## src/rtl/cfgbank_pkg.sv

```systemverilog
package cfgbank_pkg;
  localparam int unsigned DW = 32;

  localparam logic [DW-1:0] KEY_A_VAL = 32'h83E7_0B13;
  localparam logic [DW-1:0] KEY_B_VAL = 32'h95A4_F1E0;

  localparam int unsigned OFS_KEY_A = 'h038;
  localparam int unsigned OFS_KEY_B = 'h03C;
  localparam int unsigned OFS_BOOT  = 'h020;
  localparam int unsigned OFS_SUSP  = 'h170;
  localparam int unsigned OFS_GP    = 'h100;

  // bits 16, 20, 22, 27 are the only stored suspend-source bits
  localparam logic [DW-1:0] SUSP_MASK = 32'h0851_0000;
  localparam logic [DW-1:0] SUSP_RST  = SUSP_MASK;

  typedef struct packed {
    logic key_a;
    logic key_b;
    logic boot;
    logic susp;
  } fixed_sel_t;
endpackage

```

## src/rtl/cfg_key_lock.sv

```systemverilog
module cfg_key_lock
  import cfgbank_pkg::*;
(
  input  logic          clk,
  input  logic          rst_n,
  input  logic          wr_key_a,
  input  logic          wr_key_b,
  input  logic [DW-1:0] wdata,
  output logic          unlocked
);
  logic a_ok, b_ok;

  always_ff @(posedge clk) begin
    if (!rst_n) begin
      a_ok <= 1'b0;
      b_ok <= 1'b0;
    end else if (wr_key_a) begin
      if (wdata == KEY_A_VAL) a_ok <= 1'b1;
      else begin
        a_ok <= 1'b0;
        b_ok <= 1'b0;
      end
    end else if (wr_key_b) begin
      if (wdata == KEY_B_VAL) b_ok <= 1'b1;
      else begin
        a_ok <= 1'b0;
        b_ok <= 1'b0;
      end
    end
  end

  assign unlocked = a_ok & b_ok;
endmodule

```

## src/rtl/cfg_boot_latch.sv

```systemverilog
module cfg_boot_latch #(
  parameter int unsigned W = 16
) (
  input  logic         clk,
  input  logic         rst_n,
  input  logic [W-1:0] pins,
  output logic [W-1:0] boot_q
);
  // follows the pins while reset is held, frozen after release
  always_ff @(posedge clk) begin
    if (!rst_n) boot_q <= pins;
  end
endmodule

```

## src/rtl/cfg_reg_store.sv

```systemverilog
module cfg_reg_store
  import cfgbank_pkg::*;
#(
  parameter int unsigned NUM_GP = 4
) (
  input  logic                       clk,
  input  logic                       rst_n,
  input  logic                       wr_ok,
  input  logic [NUM_GP-1:0]          sel_gp,
  input  logic                       sel_susp,
  input  logic [DW-1:0]              wdata,
  output logic [NUM_GP-1:0][DW-1:0]  gp_q,
  output logic [DW-1:0]              susp_q
);
  for (genvar i = 0; i < NUM_GP; i++) begin : g_gp
    always_ff @(posedge clk) begin
      if (!rst_n)                 gp_q[i] <= '0;
      else if (wr_ok && sel_gp[i]) gp_q[i] <= wdata;
    end
  end

  always_ff @(posedge clk) begin
    if (!rst_n)                 susp_q <= SUSP_RST;
    else if (wr_ok && sel_susp) susp_q <= wdata & SUSP_MASK;
  end
endmodule

```

## src/rtl/keyed_cfg_bank.sv

```systemverilog
module keyed_cfg_bank
  import cfgbank_pkg::*;
#(
  parameter int unsigned ADDR_W = 12,
  parameter int unsigned NUM_GP = 4,
  parameter int unsigned BOOT_W = 16,
  parameter bit          ERR_EN = 1'b1
) (
  input  logic              clk,
  input  logic              rst_n,
  input  logic [BOOT_W-1:0] boot_pins,
  input  logic [ADDR_W-1:0] bus_addr,
  input  logic              bus_wr,
  input  logic [DW-1:0]     bus_wdata,
  input  logic              bus_rd,
  output logic [DW-1:0]     bus_rdata,
  output logic              wr_blocked
);
  localparam int unsigned GP_END = OFS_GP + 4 * NUM_GP;

  initial begin
    if (GP_END > OFS_SUSP || NUM_GP == 0 || BOOT_W > DW || (1 << ADDR_W) <= OFS_SUSP)
      $error("keyed_cfg_bank: parameter set does not fit the map");
  end

  fixed_sel_t               sel;
  logic [NUM_GP-1:0]        sel_gp;
  logic                     prot_hit;
  logic                     unlocked;
  logic [NUM_GP-1:0][DW-1:0] gp_q;
  logic [DW-1:0]            susp_q;
  logic [BOOT_W-1:0]        boot_q;
  logic [DW-1:0]            rd_mux;

  // address decode
  assign sel.key_a = (bus_addr == ADDR_W'(OFS_KEY_A));
  assign sel.key_b = (bus_addr == ADDR_W'(OFS_KEY_B));
  assign sel.boot  = (bus_addr == ADDR_W'(OFS_BOOT));
  assign sel.susp  = (bus_addr == ADDR_W'(OFS_SUSP));

  for (genvar i = 0; i < NUM_GP; i++) begin : g_dec
    assign sel_gp[i] = (bus_addr == ADDR_W'(OFS_GP + 4 * i));
  end

  assign prot_hit = sel.susp | (|sel_gp);

  cfg_key_lock u_lock (
    .clk      (clk),
    .rst_n    (rst_n),
    .wr_key_a (bus_wr & sel.key_a),
    .wr_key_b (bus_wr & sel.key_b),
    .wdata    (bus_wdata),
    .unlocked (unlocked)
  );

  cfg_boot_latch #(.W(BOOT_W)) u_boot (
    .clk    (clk),
    .rst_n  (rst_n),
    .pins   (boot_pins),
    .boot_q (boot_q)
  );

  cfg_reg_store #(.NUM_GP(NUM_GP)) u_store (
    .clk      (clk),
    .rst_n    (rst_n),
    .wr_ok    (bus_wr & unlocked),
    .sel_gp   (sel_gp),
    .sel_susp (sel.susp),
    .wdata    (bus_wdata),
    .gp_q     (gp_q),
    .susp_q   (susp_q)
  );

  // read path: keys and unmapped offsets fall through as zero
  always_comb begin
    rd_mux = '0;
    if (sel.boot) rd_mux = DW'(boot_q);
    if (sel.susp) rd_mux = susp_q;
    for (int i = 0; i < NUM_GP; i++) begin
      if (sel_gp[i]) rd_mux = gp_q[i];
    end
  end

  always_ff @(posedge clk) begin
    if (!rst_n)      bus_rdata <= '0;
    else if (bus_rd) bus_rdata <= rd_mux;
  end

  if (ERR_EN) begin : g_err
    always_ff @(posedge clk) begin
      if (!rst_n) wr_blocked <= 1'b0;
      else        wr_blocked <= bus_wr & prot_hit & ~unlocked;
    end
  end else begin : g_noerr
    assign wr_blocked = 1'b0;
  end
endmodule

```

## config.mk

```make
export PLATFORM = sky130hd
export DESIGN_NAME = keyed_cfg_bank
export DESIGN_NICKNAME = d
export VERILOG_FILES = /design/src/rtl/cfgbank_pkg.sv /design/src/rtl/cfg_key_lock.sv /design/src/rtl/cfg_boot_latch.sv /design/src/rtl/cfg_reg_store.sv /design/src/rtl/keyed_cfg_bank.sv
export SDC_FILE = /design/constraint.sdc
export NUM_CORES = 1
export LEC_CHECK = 0
export BUFFER_PORTS_ARGS = -buffer_cell sky130_fd_sc_hd__buf_2
export CAP_MARGIN = 40
export CORE_ASPECT_RATIO = 2
export CORE_MARGIN = 3
export CORE_UTILIZATION = 30
export CTS_CLUSTER_SIZE = 30
export DETAILED_ROUTE_END_ITERATION = 12
export HOLD_SLACK_MARGIN = 0.08
export MAX_ROUTING_LAYER = met4
export PLACE_DENSITY = 0.56
export REMOVE_ABC_BUFFERS = 1
export SLEW_MARGIN = 20
export SYNTH_ARGS = -nofsm -noshare
export SYNTH_HDL_FRONTEND = slang
export SYNTH_SLANG_ARGS = --single-unit
```

## constraint.sdc

```tcl
create_clock -name clk -period 1.65 [get_ports clk]
set_input_delay 0 -clock clk [delete_from_list [all_inputs] [get_ports clk]]
set_output_delay 0 -clock clk [all_outputs]
set_load 0.03 [all_outputs]
```

# [After elaboration in Yosys (flattened, before gate mapping)]
# Cells that the tools add are included.
[op_classes] order_cmp=0 addsub=0 shift=0 eq_ne=12 muxes=14 n_bitwise=8 n_reduce_logical=9 n_mul=0 div=0
[op_table] cell="2-to-1 mux 32 bit" n=5
[op_table] cell="== test 32 bit (second input constant)" n=2
[op_table] cell="== test 12 x 9 -> 1 bit (second input constant)" n=5
[op_table] cell="== test 12 x 6 -> 1 bit (second input constant)" n=3
[op_table] cell="2-to-1 mux 16 bit" n=1
[op_table] cell="2-to-1 mux 1 bit" n=8
[op_table] cell="bitwise AND 1 bit" n=6
[op_table] cell="logical AND 1 bit" n=5
[op_table] cell="AND reduction 2 bit" n=2
[op_table] cell="OR reduction 4 bit" n=1
[op_table] cell="!= test 2 x 1 -> 1 bit (second input constant)" n=1
[op_table] cell="!= test 2 bit (second input constant)" n=1
[op_table] cell="nonzero test 2 bit" n=1
[op_table] cell="NOT 1 bit" n=1
[op_table] cell="bitwise OR 1 bit" n=1
[word_totals] romBits=0 n_memories=0 output_inout_bits=33 ramBits=0 ff_bits=183 latch_bits=0

# [Logic depth before layout (Yosys ltp)]
# Gate-level depths: netlist of run 1.
[logic_depth] word_depth=7 depth_mapped=7 ltp_nobuf=4

# [Cells and area by module]
# From an unflattened synthesis of run 1, not the netlist that was laid out.
[unflattened] hier_cells=946 hier_area_um2=8982.4
[modules_own_cells] module="cfg_reg_store" area_each_um2=5232.5 cells_per_inst=497 instances=1
[modules_own_cells] module="keyed_cfg_bank" area_each_um2=2996.6 cells_per_inst=400 instances=1
[modules_own_cells] module="cfg_boot_latch" area_each_um2=484.2 cells_per_inst=17 instances=1
[modules_own_cells] module="cfg_key_lock" area_each_um2=269.0 cells_per_inst=32 instances=1

# [Worst setup path after synthesis of run 1]
# Ideal clock, no wire load.
[synth_timing] path_kind="in2reg" startpoint="input bus_addr[9]" endpoint="register u_store.gp_q[12] (netlist name)" setup_slack_ps=-170 arrival_ps=1656 stages=7 setup_time_ps=164 path_buffers=3 cell_sequence="or4b_4 -> buf_6 -> or4_4 -> buf_6 -> clkbuf_2 -> o21ai_0 -> a21oi_1"
[synth_via] elab_chain_cells=2
[synth_rtl] item="start, declared" line="keyed_cfg_bank.sv:12" rtl="input logic [ADDR_W-1:0] bus_addr,"
[synth_rtl] item="== test 12 x 9 -> 1 bit" line="keyed_cfg_bank.sv:42" rtl="assign sel_gp[i] = (bus_addr == ADDR_W'(OFS_GP + 4 * i));"
[synth_rtl] item="logical AND 1 bit" line="cfg_reg_store.sv:18" rtl="else if (wr_ok && sel_gp[i]) gp_q[i] <= wdata;"
[synth_rtl] item="end signal, assigned by index" line="cfg_reg_store.sv:18"
[synth_rtl] item="end, declared" line="cfg_reg_store.sv:12" rtl="output logic [NUM_GP-1:0][DW-1:0] gp_q,"
# Every way passes these cells.
# A chain may end at the register's enable or synchronous reset.

# [Worst setup path in the final report of run 1]
[layout_timing] startpoint="input bus_wdata[28]" endpoint="register u_lock.a_ok"
[layout_via] elab_chain_cells=3 elab_cells_between_ends=6 classes_between="eq/ne (3); mux (2); reduce/logical (1)"
[layout_rtl] item="start, declared" line="keyed_cfg_bank.sv:14" rtl="input logic [DW-1:0] bus_wdata,"
[layout_rtl] item="== test 32 bit (on tied branches)" line="cfg_key_lock.sv:24, cfg_key_lock.sv:18"
[layout_rtl] item="!= test 2 x 1 -> 1 bit (no line) or 2-to-1 mux 1 bit (tied branches)"
[layout_rtl] item="AND reduction 2 bit (no line) or 2-to-1 mux 1 bit (tied branches)"
[layout_rtl] item="end signal, assigned" line="cfg_key_lock.sv:18" rtl="if (wdata == KEY_A_VAL) a_ok <= 1'b1;"
[layout_rtl] item="end signal, assigned" line="cfg_key_lock.sv:20" rtl="a_ok <= 1'b0;"
[layout_rtl] item="end signal, assigned" line="cfg_key_lock.sv:26" rtl="a_ok <= 1'b0;"
[layout_rtl] item="end, declared" line="cfg_key_lock.sv:11" rtl="logic a_ok, b_ok;"
# Several ways; a longest one is shown, not always the timed one.

==> flow_summary_export.csv, run 1 <==
group,metric,value,unit
sta,final.setup_skew,8.66,ps
global_routing,grt_pass1_vias,8005,
min_path,min_path_cells,4,
critical_path,critPathTopFamily,"simple AND/OR/NAND/NOR gates",
sta,relSlewSlack,72.3,%
placement,place_area,9500,um^2
floorplanning,die_w,123,um
critical_path,worstPathRequired,2010,ps
sta,hold_violations,0,
drt,vias,8168,
sta,final.min_clock_period,1620,ps
drt,first_pass_iters,5,
critical_path,ff2ff_path_depth,4,
clock_tree,clockBufferDepth,2,
global_routing,grt_max_degree,49,
clock_tree,cts_tree,"built",
logic_synthesis,ys_top_cells_by_area,"dfxtp_1, nand2_1, a21oi_1, edfxtp_1, o21ai_0",
placement,port_buffers,96,
logic_synthesis,syn_area_per_cell,8.06,um^2
global_routing,grt_overflow,0,
critical_path,r2r_start,"u_store.gp_q[27]",
pwr,max-vdd-ir-drop,0.000733,V
sta,rsz0062_at_grt,"no",
floorplanning,die_area,29400,um^2
layout,final_area,10600,um^2
logic_synthesis,yosysUniqueCellTypes,51,
drt,routedWlPerCell,18.7,um
global_routing,grt_pass1_wl,44.6,mm
run,drv_cap,0,
clock_tree,clk-insertion-delay-late,440,ps
layout,nets,1238,
logic_synthesis,netlist.area_leader.share,40.9,%
floorplanning,io_pins,97,
logic_synthesis,ys_seq_area_share,46.8,%
clock_tree,clock-root-buffer,"clkbuf_16",
layout,nFillCells,2687,
critical_path,r2r-end,"bus_rdata[27]",
sta,slew_viol_final,0,
floorplanning,num_rows,84,
clock_tree,clk_pin_slew_worst_paths,60,ps
drt,ant_nets,0,
global_routing,grtUsageTotal,20.4,%
critical_path,cpMaxStageDelayCell,"or4b_2",
critical_path,cp-end-kind,"flip-flop",
critical_path,worstPathMaxFanout,6,
critical_path,regToRegSetupSlack,60,ps
logic_synthesis,synthMostInstantiatedCell,"nand2_1",
clock_tree,cts_buffers,17,
clock_tree,cts_setup_buffers,0,
logic_synthesis,yosysWarnings,0,
pwr,p_leak,0.00376,uW
sta,hold_ws,219,ps
logic_synthesis,synth_edf_count,16,
logic_synthesis,async_flop_share,0,%
floorplanning,initial_utilization,30.7,%
critical_path,arrival,1970,ps
layout,multi_input_area,3900,um^2
clock_tree,cts_sinks,183,
logic_synthesis,synth_commonest_cells,"nand2_1, dfxtp_1, a21oi_1",
layout,seq_area,3830,um^2
clock_tree,ctsHtreeMaxLevel,4,
layout,num_antenna_cells,0,
logic_synthesis,syn_area,8170,um^2
critical_path,start_kind,"input port",
logic_synthesis,yosys.area.top_type,"dfxtp_1",
drt,drtIter0Drc,531,
logic_synthesis,synth_flop_cell,"dfxtp_1",
placement,place_congestion,0.852,
sta,fin_crit_sh,97.9,%
drt,wl,28.7,mm
sta,fmax,619,MHz
drt,drc_errors,0,
sta,setup_viol_count_final,0,
critical_path,critical_path.n_buffers_inverters,3,
outcome,outcome,"complete, no violations",
sta,fin_tns_setup,0,ps
layout,syn2layout_area_growth,30.1,%
layout,drive_gt1_share,19.9,%
min_path,hp-class,"input port to flip-flop",
min_path,min_from,"bus_addr[2]",
pwr,power_density,881,nW/um^2
logic_synthesis,ys_seq_elements,183,
critical_path,cp_cell_sequence,"dlygate4sd3_1 -> buf_2 -> or4b_2 -> nor4_1 -> buf_4 -> nand4_1 -> o211ai_1",
layout,fin_util,39.9,%
floorplanning,core_area,26600,um^2
logic_synthesis,syn_inst,1013,
global_routing,antenna_found_initial,0,
placement,hpwl,19.7,mm
critical_path,path_class,"input port to flip-flop",
critical_path,max_stage_delay,670,ps
floorplanning,die_h,239,um
drt,avgViaCountPerCell,5.34,
min_path,holdPathEnd,"bus_rdata[22]",
sta,worst_pin_slew,405,ps
==> worst max-delay path by stage <==
stage	start	endpoint	slack, ps	cells past startpoint
6_report	bus_wdata[28]	u_lock.a_ok	30	7
5_1_grt	u_store.gp_q[16]	bus_rdata[16]	0.5	4
4_1_cts	bus_wdata[2]	u_lock.a_ok	2	7
3_5_place_dp	bus_addr[7]	bus_rdata[14]	-210	7
3_3_place_gp	bus_addr[7]	bus_rdata[13]	-190	7
2_1_floorplan	rst_n	bus_rdata[17]	-1710	4
==> power breakdown <==
part	leakage (uW)	switching (uW)	internal, uW
Sequential	0.00150	14.5	4520
Clock	0.000285	1800	2300
Combinational	0.00197	428	303
Total	0.00376	2240	7120
==> sequential cells by signal, summed over array words and instances (netlist names) <==
signal	flops
bus_rdata	32
u_lock.b_ok	1
u_boot.boot_q	16
u_store.gp_q	128
wr_blocked	1
u_store.susp_q	4
u_lock.a_ok	1
==> layer usage <==
layer  vias up  wire (um)  GRT usage, %
li1       3926          -             -
met1      3946      11000          22.1
met2       234      15300          35.9
met3        62       1190          2.93
met4         0       1130          9.79
met5         -          0             -
==> per-stage QoR <==
step                      power, uW  setup slack (ps)  instances
after floorplan                4820             -1710        918
after global placement         5260              -193       1448
after detailed placement       5260              -207       1448
after CTS                      9450              1.52       1531
after global routing           9680             0.500       1531
final                          9360              34.4       1531
==> worst register-to-register path, delay by kind of cell (launching register included) <==
kind               cells  cell delay [ps]
and+or+nand+nor        1              580
AOI/OAI and AO/OA      3              600
DFF                    1              330
==> cell usage in the layout (no fill, tap or decap), types with 10 or more instances in the layout <==
master	instances
o21ai_1	12
a31oi_1	16
nand3_1	49
o21ai_0	76
nor2_1	14
nand4_1	17
buf_4	77
a2bb2oi_1	26
dlygate4sd3_1	51
dfxtp_1	165
inv_1	16
a211o_1	12
o221ai_1	18
buf_12	11
a21oi_1	129
edfxtp_1	16
o22ai_1	10
buf_2	96
clkbuf_16	18
nand2_1	225
nor4_1	16
nor2b_1	29
==> repair_timing <==
action,in CTS,in global routing
cloned,0,0
endpoints found under the setup margin,1,20
hold endpoints to repair,158,0
gates resized for setup,1,8
hold buffers,51,0
==> logic make-up (layout without fill, tap and decap cells) <==
group,Yosys count,in the layout,share of synthesized area [%]
DFF,183,183,46.8
buffers and inverters,112,286,5.91
AOI/OAI and AO/OA,315,315,22.8
and+or+nand+nor,403,403,24.4
==> area by class of cell <==
type | instances | area share, %
timing repair buffer | 237 | 17.1
clock buffer | 23 | 4.70
inverter | 17 | 0.624
clock inverter | 9 | 0.813
multi-input combinational | 718 | 36.7
tap | 344 | 4.05
sequential | 183 | 36.0
No activity file was read; power rests on OpenSTA's default activity.
==> run 2: changes to the inputs <==
SYNTH_HIERARCHICAL = 1   (was unset)
==> flow_summary_export.csv, run 2 <==
group,metric,value,unit
critical_path,worstPathRequired,2020,ps
sta,setup_viol_count_final,0,
floorplanning,initial_utilization,30.4,%
logic_synthesis,ys_seq_elements,183,
sta,setup_ws,41.9,ps
drt,ant_nets,0,
global_routing,antenna_found_initial,2,
layout,final_cell_mix,"nand2_1, dfxtp_1, mux2i_1",
layout,largest_reg_flops,128,
placement,dp_slack,-474,ps
placement,place_congestion,0.828,
logic_synthesis,yosys.area.top_type,"dfxtp_1",
critical_path,start_kind,"input port",
pwr,finalPower,9610,uW
critical_path,critPathTopFamily,"simple AND/OR/NAND/NOR gates",
floorplanning,die_w,128,um
critical_path,max_stage_delay,500,ps
placement,place_area,10000,um^2
drt,drc_errors,0,
global_routing,grt_pass1_vias,7453,
floorplanning,core_area,29500,um^2
critical_path,critical_path.n_buffers_inverters,1,
floorplanning,num_rows,89,
layout,final_common_cell,"nand2_1",
logic_synthesis,syn_area,8980,um^2
layout,finalNonFillerCells,1485,
clock_tree,cts_buffers,17,
min_path,min_path_cells,6,
layout,reg_top3,"u_store/gp_q (128), bus_rdata (32), u_boot/boot_q (16)",
logic_synthesis,netlist.area_leader.share,37.2,%
layout,drive_gt1_share,21.2,%
min_path,hp-class,"input port to flip-flop",
pwr,max-vdd-ir-drop,0.000557,V
drt,vias,7348,
critical_path,worstPathMaxFanout,2,
critical_path,cp-end-kind,"flip-flop",
drt,first_pass_iters,5,
logic_synthesis,ys_seq_area_share,42.6,%
logic_synthesis,syn_inst,946,
sta,final.setup_skew,7.30,ps
global_routing,grt_max_degree,95,
pwr,p_leak,0.00507,uW
run,drv_cap,0,
critical_path,cp_cell_sequence,"buf_2 -> or3b_2 -> nor4_2 -> nor4bb_1 -> nand4_1 -> or3_1 -> o211ai_1",
clock_tree,clock-root-buffer,"clkbuf_16",
clock_tree,clk-insertion-delay-late,440,ps
global_routing,grt_overflow,0,
clock_tree,cts_tree,"built",
logic_synthesis,synthMostInstantiatedCell,"nand2_1",
layout,nets,1171,
floorplanning,die_h,251,um
layout,final_area,11200,um^2
drt,wl,27.1,mm
sta,hold_violations,0,
sta,fmax,622,MHz
logic_synthesis,ys_top_cells_by_area,"dfxtp_1, mux2i_1, nand2_1, edfxtp_1, buf_12",
placement,placed_cells,1400,
logic_synthesis,synth_edf_count,16,
critical_path,arrival,1980,ps
logic_synthesis,syn_area_per_cell,9.50,um^2
sta,final.min_clock_period,1610,ps
clock_tree,clk_pin_slew_worst_paths,70,ps
logic_synthesis,synth_flop_cell,"dfxtp_1",
logic_synthesis,yosysWarnings,6,
drt,avgViaCountPerCell,4.95,
sta,slew_viol_final,0,
clock_tree,ctsHtreeMaxLevel,4,
logic_synthesis,synth_commonest_cells,"nand2_1, dfxtp_1, mux2i_1",
global_routing,grtUsageTotal,17.5,%
critical_path,cp_num_cells,7,
floorplanning,die_area,32200,um^2
critical_path,ff2ff_path_depth,6,
logic_synthesis,async_flop_share,0,%
pwr,power_density,860,nW/um^2
critical_path,path_class,"input port to flip-flop",
placement,hpwl,19.2,mm
layout,syn2layout_area_growth,24.5,%
outcome,outcome,"complete, no violations",
clock_tree,clockBufferDepth,2,
clock_tree,cts_sinks,183,
drt,routedWlPerCell,18.2,um
floorplanning,io_pins,97,
global_routing,grt_pass1_wl,41.7,mm
layout,largest_register,"u_store/gp_q",
critical_path,cpMaxStageDelayCell,"or3b_2",
drt,drtIter0Drc,423,
sta,fin_crit_sh,97.5,%
placement,port_buffers,96,
layout,nFillCells,2948,
logic_synthesis,yosysUniqueCellTypes,57,
run 2: final cells by class:
class | count | area (um^2) | share of cell area [%]
multi-input combinational | 666 | 4450 | 39.8
sequential | 183 | 3820 | 34.2
timing repair buffer | 217 | 1730 | 15.5
clock buffer | 26 | 553 | 4.94
tap | 364 | 455 | 4.07
inverter | 22 | 82.6 | 0.738
clock inverter | 5 | 78.8 | 0.705
antenna | 2 | 5.00 | 0.0447
run 2: metal layers:
metal | GRT usage [%] | vias up | share of wire [%]
li1 | - | 3632 | -
met4 | 8.53 | 0 | 3.9
met3 | 2.94 | 46 | 3.5
met2 | 30.3 | 173 | 52
met5 | - | - | 0
met1 | 19.0 | 3497 | 40
run 2: worst reg2reg max path: stages, from the launching register on:
cell	delay [ps]
dfxtp_1	330
and2_1	150
and2_1	180
buf_12	160
nand2_8	80
buf_12	190
mux2i_1	230
run 2: power breakdown:
group	total (uW)	internal (uW)	switching, uW
sequential	4540	4520	18.6
clock	4350	2620	1730
combinational	724	286	438
run 2: kinds of logic after synthesis:
kind of cell	share of synthesized area [%]
DFF	42.6
and+or+nand+nor	17.7
muxes	16.4
other	0.0417
AOI/OAI and AO/OA	14.2
buffers and inverters	9.05
run 2: metrics by stage:
stage / TNS (ps) / hold WS, ps / utilization (%)
after global placement: -18330 / 178 / 34.0
final: 0 / 137 / 37.9
after CTS: 0 / 112 / 37.9
after detailed placement: -18280 / 178 / 34.0
after floorplan: -58160 / 88.9 / -
after global routing: -63.4 / 168 / 37.9
run 2: worst paths after layout:
path	startpoint	endpoint	slack (ps)
min	bus_addr[4]	bus_rdata[8]	140
max	bus_addr[3]	u_lock/b_ok	40
max reg2reg	u_lock/b_ok	u_store/gp_q[99]	240
min reg2reg	u_store/gp_q[15]	u_store/gp_q[15]	450
run 2: timing repair:
action | CTS | global route
hold buffers | 52 | 0
resized for setup | 0 | 1
buffers inserted | 0 | 0
endpoints found under the setup margin | 0 | 2
hold endpoints to repair | 156 | 0
==> run 3: changes to the inputs <==
ABC_AREA = 1   (was unset)
==> flow_summary_export.csv, run 3 <==
group,metric,value,unit
logic_synthesis,synth_xor_area_share,0,%
pwr,pwr-share-comb,6.8,%
pwr,max-vdd-ir-drop,0.000668,V
pwr,power_density,847,nW/um^2
logic_synthesis,synth_compound_area_share,7.17,%
critical_path,critPathTopFamily,"simple AND/OR/NAND/NOR gates",
global_routing,antenna_found_initial,1,
critical_path,critical_path.n_buffers_inverters,3,
sta,fin_crit_sh,89.8,%
clock_tree,clockBufferDepth,2,
critical_path,r2r_start,"u_lock/b_ok",
logic_synthesis,synth_top_family_by_area,"simple AND/OR/NAND/NOR gates",
pwr,p_switching,2220,uW
clock_tree,clk_pin_slew_worst_paths,70,ps
sta,rsz0062_at_grt,"no",
min_path,holdPathEnd,"bus_rdata[8]",
critical_path,max_stage_delay,330,ps
critical_path,cp-end-kind,"flip-flop",
placement,hpwl,19.2,mm
logic_synthesis,synth_mux_area_share,0,%
pwr,seq_power_share,46.9,%
logic_synthesis,synthSimpleGateAreaFrac,37.3,%
layout,nets,1669,
logic_synthesis,syn_area,9530,um^2
drt,avgViaCountPerCell,4.34,
logic_synthesis,yosysUniqueCellTypes,34,
pwr,finalPower,9720,uW
pwr,clkPwrFrac,46.4,%
sta,setup_viol_count_final,0,
floorplanning,core_area,31100,um^2
critical_path,worstPathMaxFanout,64,
clock_tree,cts_buffers,17,
pwr,p_int,7510,uW
logic_synthesis,netlist.area_leader.share,35.1,%
floorplanning,die_area,34100,um^2
logic_synthesis,synth_commonest_cells,"nand2_1, nor2_1, inv_1",
layout,final_common_cell,"nand2_1",
floorplanning,io_pins,97,
outcome,outcome,"complete, no violations",
logic_synthesis,synth_flop_cell,"dfxtp_1",
global_routing,grt_pass1_vias,8318,
clock_tree,cts_setup_buffers,0,
sta,hold_violations,0,
sta,hold_ws,140,ps
sta,slew_viol_final,0,
global_routing,grtUsageTotal,17.0,%
critical_path,regToRegSetupSlack,170,ps
critical_path,cp_cell_sequence,"nand2_1 -> inv_1 -> nand2_1 -> inv_1 -> buf_12 -> nand2_8 -> nor2_1 -> nor2_1",
sta,relSlewSlack,63.1,%
floorplanning,num_rows,91,
global_routing,grt_overflow,0,
min_path,min_from,"bus_addr[2]",
layout,largest_register,"u_store/gp_q",
logic_synthesis,synth_edf_count,16,
drt,wl,28.1,mm
global_routing,grt_pass1_wl,44.4,mm
clock_tree,clk-insertion-delay-late,450,ps
floorplanning,die_h,258,um
clock_tree,post_cts_resized,0,
logic_synthesis,ys_top_cells_by_area,"dfxtp_1, nand2_1, nor2_1, inv_1, edfxtp_1",
min_path,min_path_cells,4,
placement,port_buffers,96,
sta,fin_tns_setup,0,ps
logic_synthesis,yosys.area.top_type,"dfxtp_1",
clock_tree,cts_tree,"built",
drt,drtIter0Drc,605,
logic_synthesis,async_flop_share,0,%
pwr,switching_share,22.8,%
placement,place_congestion,0.839,
critical_path,worstPathRequired,1980,ps
floorplanning,initial_utilization,30.7,%
logic_synthesis,ys_seq_elements,183,
sta,fmax,675,MHz
logic_synthesis,syn_inst,1481,
drt,ant_nets,0,
layout,largest_reg_flops,128,
sta,final.min_clock_period,1480,ps
layout,final_cell_mix,"nand2_1, nor2_1, inv_1",
floorplanning,die_w,132,um
drt,vias,8847,
clock_tree,clock-root-buffer,"clkbuf_16",
logic_synthesis,synth_fa_ha_area_share,0,%
sta,final.setup_skew,7.10,ps
critical_path,cpMaxStageDelayCell,"dfxtp_1",
min_path,hp-class,"input port to flip-flop",
critical_path,arrival,1820,ps
clock_tree,cts_hold_buffers,51,
layout,syn2layout_area_growth,20.5,%
pwr,p_leak,0.00584,uW
critical_path,start_kind,"flip-flop",
placement,dp_slack,-69.8,ps
critical_path,r2r-end,"u_store/gp_q[44]",
sta,setup_ws,169,ps
layout,reg_top3,"u_store/gp_q (128), bus_rdata (32), u_boot/boot_q (16)",
global_routing,grt_max_degree,65,
logic_synthesis,syn_area_per_cell,6.43,um^2
drt,routedWlPerCell,13.8,um
critical_path,ff2ff_path_depth,8,
drt,first_pass_iters,5,
layout,drive_gt1_share,12.4,%
layout,nFillCells,3322,
logic_synthesis,synthMostInstantiatedCell,"nand2_1",
placement,placed_cells,1953,
sta,worst_pin_slew,553,ps
layout,finalNonFillerCells,2037,
critical_path,path_class,"flip-flop to flip-flop",
logic_synthesis,yosysWarnings,6,
run,drv_cap,0,
drt,drc_errors,0,
clock_tree,cts_sinks,183,
clock_tree,ctsHtreeMaxLevel,4,
logic_synthesis,ys_seq_area_share,40.1,%
## run 3: how the worst max path moves through the flow
stage / from / end / slack [ps] / cells after the start
floorplan: bus_addr[11] / u_store/gp_q[64] / -150 / 10
global placement: bus_addr[0] / u_lock/b_ok / -70 / 14
detailed placement: bus_addr[0] / u_lock/b_ok / -70 / 14
CTS: u_lock/b_ok / u_store/gp_q[17] / 200 / 8
global route: u_lock/a_ok / u_store/gp_q[104] / 5 / 9
finish: u_lock/b_ok / u_store/gp_q[44] / 170 / 8
## run 3: cell families after synthesis
family,count (synthesis)
AO/OA/AOI/OAI,122
buffers and inverters,319
flip-flops,183
other,1
AND/OR/NAND/NOR,856
## run 3: worst register-to-register path, delay by kind of cell, from the launching register on
| family | cells | cell delay, ps |
|---|---|---|
| flip-flops | 1 | 330 |
| AND/OR/NAND/NOR | 5 | 710 |
| buffers and inverters | 3 | 340 |
## run 3: layer usage
metal	part of all wire [%]	track usage [%]
met5	0	-
met4	2.9	7.18
met3	2.8	2.67
met2	55	32.0
met1	40	17.3
## run 3: cell type report
| type | instances | area [um^2] | share of cell area (%) |
|---|---|---|---|
| flip-flops and latches | 183 | 3820 | 33.3 |
| repair buffers | 182 | 1340 | 11.7 |
| diodes | 1 | 2.50 | 0.0218 |
| clock buffers | 25 | 505 | 4.40 |
| well taps | 418 | 523 | 4.55 |
| inverters | 215 | 807 | 7.03 |
| multi-input cells | 1006 | 4340 | 37.8 |
| clock inverters | 7 | 139 | 1.21 |
## run 3: through the flow
| step | util, % | area, um^2 |
|---|---|---|
| finish | 36.9 | 11500 |
| global route | 36.9 | 11500 |
| CTS | 36.9 | 11500 |
| detailed placement | 33.2 | 10300 |
| global placement | 33.2 | 10300 |
| floorplan | - | 8970 |
## run 3: power groups by stage
| stage | combinational [uW] | sequential (uW) | clock (uW) |
|---|---|---|---|
| 2_1_floorplan | 140 | 4690 | 0 |
| 3_3_place_gp | 568 | 4660 | 0 |
| 3_5_place_dp | 572 | 4660 | 0 |
| 4_1_cts | 670 | 4560 | 4630 |
| 5_1_grt | 722 | 4560 | 4780 |
| 6_report | 659 | 4560 | 4510 |
